## config.mk

```make
export PLATFORM = sky130hd
export DESIGN_NAME = lkd_victim_sel
export DESIGN_NICKNAME = d
export VERILOG_FILES = /design/src/rtl/lkd_pkg.sv /design/src/rtl/lkd_ways_sat.sv /design/src/rtl/lkd_ctrl_reg.sv /design/src/rtl/lkd_rr_pick.sv /design/src/rtl/lkd_victim_sel.sv
export SDC_FILE = /design/constraint.sdc
export NUM_CORES = 1
export LEC_CHECK = 0
export CELL_PAD_IN_SITES_DETAIL_PLACEMENT = 2
export CELL_PAD_IN_SITES_GLOBAL_PLACEMENT = 2
export CORE_MARGIN = 4
export CORE_UTILIZATION = 27
export CTS_CLUSTER_SIZE = 25
export DETAILED_ROUTE_END_ITERATION = 8
export DONT_BUFFER_PORTS = 1
export PLACE_DENSITY = 0.74
export SLEW_MARGIN = 15
export SYNTH_ARGS = -nofsm -noshare
export SYNTH_HDL_FRONTEND = slang
export SYNTH_SLANG_ARGS = --single-unit
```

## constraint.sdc

```tcl
create_clock -name clk -period 2 [get_ports clk]
set_input_delay 0.1 -clock clk [delete_from_list [all_inputs] [get_ports clk]]
set_output_delay 0.1 -clock clk [all_outputs]
set_load 0.01 [all_outputs]
```

## src/rtl/lkd_pkg.sv

```systemverilog
package lkd_pkg;
  localparam int unsigned LKD_MAX_WAYS = 4;
  localparam int unsigned LKD_WAY_W    = 2;
  localparam int unsigned LKD_NW_W     = 3;
  localparam int unsigned LKD_REG_W    = 32;
  localparam int unsigned LKD_LOAD_BIT = 31;

  typedef enum logic {
    MODE_NORMAL = 1'b0,
    MODE_LOAD   = 1'b1
  } lkd_mode_e;
endpackage

```

## src/rtl/lkd_ways_sat.sv

```systemverilog
module lkd_ways_sat #(
  parameter int unsigned MAX_WAYS = lkd_pkg::LKD_MAX_WAYS,
  parameter int unsigned NW_W     = lkd_pkg::LKD_NW_W,
  parameter int unsigned WAY_W    = lkd_pkg::LKD_WAY_W
) (
  input  logic [NW_W-1:0]  num_ways,
  output logic [WAY_W-1:0] last_way
);
  localparam logic [NW_W-1:0] MAX_N = NW_W'(MAX_WAYS);
  localparam logic [NW_W-1:0] ONE_N = NW_W'(1);

  logic [NW_W-1:0] ways_eff;
  logic [NW_W-1:0] top_n;
  logic            unused_top_bits;

  always_comb begin
    if (num_ways == '0) begin
      ways_eff = ONE_N;
    end else if (num_ways > MAX_N) begin
      ways_eff = MAX_N;
    end else begin
      ways_eff = num_ways;
    end
  end

  assign top_n           = ways_eff - ONE_N;
  assign last_way        = top_n[WAY_W-1:0];
  assign unused_top_bits = ^top_n;
endmodule

```

## src/rtl/lkd_ctrl_reg.sv

```systemverilog
module lkd_ctrl_reg #(
  parameter int unsigned REG_W    = lkd_pkg::LKD_REG_W,
  parameter int unsigned WAY_W    = lkd_pkg::LKD_WAY_W,
  parameter int unsigned LOAD_BIT = lkd_pkg::LKD_LOAD_BIT
) (
  input  logic             clk,
  input  logic             rst,
  input  logic             wr_en,
  input  logic [REG_W-1:0] wr_data,
  input  logic [WAY_W-1:0] last_way,
  output logic             load_en,
  output logic [WAY_W-1:0] way_idx,
  output logic [REG_W-1:0] rd_data
);
  logic [WAY_W-1:0] wr_idx;
  logic [WAY_W-1:0] wr_idx_sat;
  logic             unused_wr_bits;

  assign wr_idx         = wr_data[WAY_W-1:0];
  assign wr_idx_sat     = (wr_idx > last_way) ? last_way : wr_idx;
  assign unused_wr_bits = ^wr_data;

  always_ff @(posedge clk) begin
    if (rst) begin
      load_en <= 1'b0;
      way_idx <= '0;
    end else if (wr_en) begin
      load_en <= wr_data[LOAD_BIT];
      way_idx <= wr_idx_sat;
    end
  end

  always_comb begin
    rd_data                = '0;
    rd_data[LOAD_BIT]      = load_en;
    rd_data[WAY_W-1:0]     = way_idx;
  end
endmodule

```

## src/rtl/lkd_rr_pick.sv

```systemverilog
module lkd_rr_pick #(
  parameter int unsigned MAX_WAYS = lkd_pkg::LKD_MAX_WAYS,
  parameter int unsigned WAY_W    = lkd_pkg::LKD_WAY_W
) (
  input  logic                clk,
  input  logic                rst,
  input  logic                fill_req,
  input  lkd_pkg::lkd_mode_e  mode,
  input  logic [WAY_W-1:0]    way_idx,
  input  logic [WAY_W-1:0]    last_way,
  output logic [WAY_W-1:0]    victim
);
  logic [WAY_W-1:0]    rr_q;
  logic [WAY_W-1:0]    base_idx;
  logic [MAX_WAYS-1:0] free_mask;
  logic                rr_free;
  logic [WAY_W-1:0]    rr_next;

  assign base_idx = (way_idx > last_way) ? last_way : way_idx;

  for (genvar g = 0; g < MAX_WAYS; g++) begin : g_free
    localparam logic [WAY_W-1:0] GW = WAY_W'(g);
    assign free_mask[g] = (GW >= base_idx) && (GW <= last_way);
  end

  assign rr_free = free_mask[rr_q];

  always_comb begin
    if (mode == lkd_pkg::MODE_LOAD) begin
      victim = base_idx;
    end else if (rr_free) begin
      victim = rr_q;
    end else begin
      victim = base_idx;
    end
  end

  assign rr_next = (victim == last_way) ? base_idx : victim + 1'b1;

  always_ff @(posedge clk) begin
    if (rst) begin
      rr_q <= '0;
    end else if (fill_req && (mode == lkd_pkg::MODE_NORMAL)) begin
      rr_q <= rr_next;
    end
  end
endmodule

```

## src/rtl/lkd_victim_sel.sv

```systemverilog
module lkd_victim_sel #(
  parameter int unsigned MAX_WAYS = lkd_pkg::LKD_MAX_WAYS,
  parameter int unsigned WAY_W    = lkd_pkg::LKD_WAY_W,
  parameter int unsigned NW_W     = lkd_pkg::LKD_NW_W,
  parameter int unsigned REG_W    = lkd_pkg::LKD_REG_W,
  parameter int unsigned LOAD_BIT = lkd_pkg::LKD_LOAD_BIT
) (
  input  logic             clk,
  input  logic             rst,
  input  logic [NW_W-1:0]  num_ways,
  input  logic             cfg_wr_en,
  input  logic [REG_W-1:0] cfg_wr_data,
  output logic [REG_W-1:0] cfg_rd_data,
  input  logic             fill_req,
  output logic [WAY_W-1:0] fill_way
);
  logic               load_en;
  logic [WAY_W-1:0]   way_idx;
  logic [WAY_W-1:0]   last_way;
  lkd_pkg::lkd_mode_e mode;

  lkd_ways_sat #(
    .MAX_WAYS (MAX_WAYS),
    .NW_W     (NW_W),
    .WAY_W    (WAY_W)
  ) sat_i (
    .num_ways (num_ways),
    .last_way (last_way)
  );

  lkd_ctrl_reg #(
    .REG_W    (REG_W),
    .WAY_W    (WAY_W),
    .LOAD_BIT (LOAD_BIT)
  ) reg_i (
    .clk      (clk),
    .rst      (rst),
    .wr_en    (cfg_wr_en),
    .wr_data  (cfg_wr_data),
    .last_way (last_way),
    .load_en  (load_en),
    .way_idx  (way_idx),
    .rd_data  (cfg_rd_data)
  );

  assign mode = load_en ? lkd_pkg::MODE_LOAD : lkd_pkg::MODE_NORMAL;

  lkd_rr_pick #(
    .MAX_WAYS (MAX_WAYS),
    .WAY_W    (WAY_W)
  ) pick_i (
    .clk      (clk),
    .rst      (rst),
    .fill_req (fill_req),
    .mode     (mode),
    .way_idx  (way_idx),
    .last_way (last_way),
    .victim   (fill_way)
  );
endmodule

```

==> metrics.md <==
| Metric | Value |
|---|---|
| Outcome | finished, violations left |
| Failing checks | setup timing |
| Critical-path maximum fanout | 3 |
| Max-slew violation count | 0 |
| Port buffer count | 0 |
| Area grow syn2layout | 24.32% |
| Dpl cells | roughly 170 |
| Grt met2 use | between 20 and 30% |
| Post-Synth Simple-Gate Area | between 15 and 20% |
| First DRT Iteration DRCs | 4 |
| Antenna-violating nets left | 0 |
| Vias in the first global route | 850 |
| Met1 Use GR | between 15 and 20% |
| Unrepaired setup endpoints after global routing | yes |
| CTS tree | yes |
| Clk_lat worst skew | between 0.2 and 0.25 ns |
| WL final | approximately 2700 um |
| First-pass GRT wire length | roughly 4400 um |
| FP Rows | 20 |
| Reg2reg path depth | 9 |
| Area leader, netlist | buf_4 |
| Synth Area in XOR/XNOR | under 10% |
| GRT met3 Usage | ~4.2% |
| Sequential share of the synthesized area | approximately 11% |
| Worst vdd ir | 282.6 uV |
| Antenna violations before repair | 0 |
| Hold depth | 2 |
| Initial DRT Pass Iterations | 4 |
| DR vias/cell | 4.269 |
| Root Buffer | clkbuf_4 |
| Core Util, Final | 35.33% |
| Final Instance Area | between 1000 and 1500 um^2 |
| Deepest clock path buffer count | 2 |
| DRC errors left | 0 |
| Final hold viol count | 0 |
| Clock slew seen by the registers of the worst setup and hold paths | around 0.040 ns |
| Switching part of the total power | roughly 39% |
| WL/cell | between 15 and 20 um |
| Remaining global-route overflow | 0 |
| Largest family of logic cells by synthesized area | buffers and inverters |
| Core box area | slightly above 3000 um^2 |
| CP Class | flip-flop to flip-flop |
| Leakage power | 0.5282 nW |
| H-tree depth | 1 |
| Min-Delay Path Class | input port to flip-flop |
| Setup violations, final | 3 |
| Final Instance Count excl. Fillers | between 150 and 200 |
| DP Area | 1005 um^2 |
| Warnings, synthesis | 0 |
| Die height | around 65 um |
| Fmax | 468.6 MHz |
| Share of the synthesized area in the top cell type | about a quarter |
| Die area | roughly 4200 um^2 |
| Tot GR Track Use | about 14% |
| Max cap viols | 0 |
| Via count | 747 |
| Compound-Gate Fraction of Synth Area | approximately 18% |
| Period minus WS final | roughly 2.1 ns |
| GPL Wtd Cong | 0.8420 |
| CTS buffer count | 3 |
| Synthesis-stage register bit count | 5 |
| Worst Path Required | 2.11 ns |
| Final #Nets | 180 |
| Io pins | 73 |
| Psw | 0.0002438 W |
| CP arrival | 2.24 ns |
| Post-synth EDFFs | 0 |
| Async set-reset flop share out of synthesis | 0% |
| Comb power frac | 61.3% |
| Clock Sinks | 5 |
| GRT Max-Usage Layer | met2 |
| Final setup margin | -0.1340 ns |
| Largest net degree at the start of global routing | 8 |
| Setup Skew | about 0.00075 ns |
| Pwr dens | between 500 and 600 nW/um^2 |
| Top cells by area, synth | buf_4, dfxtp_1, ha_1 |
| Multiplexer share of the synthesized area | about 7.4% |
| Fin Setup TNS | -0.3729 ns |
| Die W | approximately 65 um |
| Layout cells sized above 1 | 35.88% |
| Fill cells | 370 |
| Antenna diode count | 0 |
| Ys flop type | dfxtp_1 |
| Power Internal | 0.0003760 W |
| Clock network power share | a little under a fifth |
| Post-synthesis adder-cell area fraction | between 10% and 20% |
| Mapped Avg Cell Area | 8.251 um^2 |
| Post-synth design cell area | roughly 870 um^2 |
| Crit path launch type | flip-flop |
| Instance count of the mapped netlist | 106 |
| Yosys cell types | 38 |
| Setup crit end kind | flip-flop |
| Post-DP HPWL | 2311 um |
| Starting Density | about 28% |
| Dpl ws | -0.2187 ns |
| Final Cycle Share | 106.7% |
| Seq pwr share | between 20% and 30% |
[registers in the layout (all words and copies together) (netlist names)]
register,flops
reg_i.way_idx,2
pick_i.rr_q,2
reg_i.load_en,1
[final timing paths]
check | startpoint | end | slack [ns]
setup / recovery | reg_i.way_idx[1] | pick_i.rr_q[1] | -0.13
hold / removal | cfg_wr_en | reg_i.way_idx[0] | 0.02
setup reg to reg | reg_i.way_idx[1] | pick_i.rr_q[1] | -0.13
hold reg to reg | pick_i.rr_q[0] | pick_i.rr_q[0] | 0.63
[layer usage]
layer / share of wire, % / wire length [um] / vias up
met2: 54 / 1467 / 25
li1: - / - / 356
met5: 0 / 0 / -
met1: 39 / 1057 / 364
met4: 0.29 / 8 / 0
met3: 6.7 / 181 / 2
[power by group through the flow]
stage,Combinational (W),Clock [W],Sequential (W)
CTS,0.000359,0.000119,0.000125
global route,0.000416,0.000129,0.000127
detailed placement,0.000330,0,0.000126
finish,0.000380,0.000115,0.000125
floorplan,0.000249,0,0.000125
global placement,0.000313,0,0.000125
[cells by family (layout without fill, tap and decap cells)]
logic type	Yosys count	after routing
flip-flops	5	5
AO/OA/AOI/OAI	18	18
other	1	29
XOR/XNOR	1	1
AND/OR/NAND/NOR	27	27
multiplexers	6	6
buffers and inverters	39	36
adder cells (fa/ha/maj)	9	9
[worst max-delay path: stages (launching register included)]
cell	delay, ns
dfxtp_2	0.33
inv_2	0.04
fa_1	0.46
nor2b_4	0.15
o31a_1	0.28
a31oi_2	0.23
inv_2	0.08
buf_6	0.12
a221oi_2	0.20
o32ai_1	0.12
[through the flow]
step / total power [W] / hold WS [ns]
2_1_floorplan: 0.0003746 / 0.1650
3_3_place_gp: 0.0004384 / 0.1667
3_5_place_dp: 0.0004564 / 0.1693
4_1_cts: 0.0006034 / 0.01497
5_1_grt: 0.0006714 / 0.02866
6_report: 0.0006198 / 0.02008
[final cells by class]
type                       instances  area, um^2  share of cell area, %
multi-input combinational         90       681.9                  62.72
timing repair buffer              23       186.4                  17.15
sequential                         5       101.3                  9.321
tap                               44       55.05                  5.063
inverter                           9       36.28                  3.337
clock buffer                       4       26.28                  2.417
[Yosys cell counts, types with 2 or more instances]
master,instances
ha_1,8
buf_4,30
o2111ai_1,2
nor3_1,2
nor2b_1,3
o31ai_1,2
mux2i_1,5
nor2_1,9
and2b_2,2
nand2_1,3
inv_1,9
dfxtp_1,5
[timing repair]
action                     CTS  global route
pin swaps                    4             3
hold buffers                 1             0
setup endpoints to repair    3             3
setup buffers                2             0
gates resized for setup      3             6
hold endpoints to repair     5             0
[cells in the final DEF (no fill, tap or decap), types with 2 or more instances in the layout]
cell       synthesis  routed
nor2b_4            0       2
clkbuf_4           0       3
nor3_1             2       2
ha_1               8       7
buf_6              0       3
o31ai_1            2       2
and2b_2            2       2
nand2_1            3       2
o2111ai_1          2       2
conb_1             1      29
inv_2              0       2
nor2_1             9       8
mux2i_1            5       5
buf_4             30      19
inv_1              9       6
dfxtp_1            5       4
No activity file was read; power rests on OpenSTA's default activity.
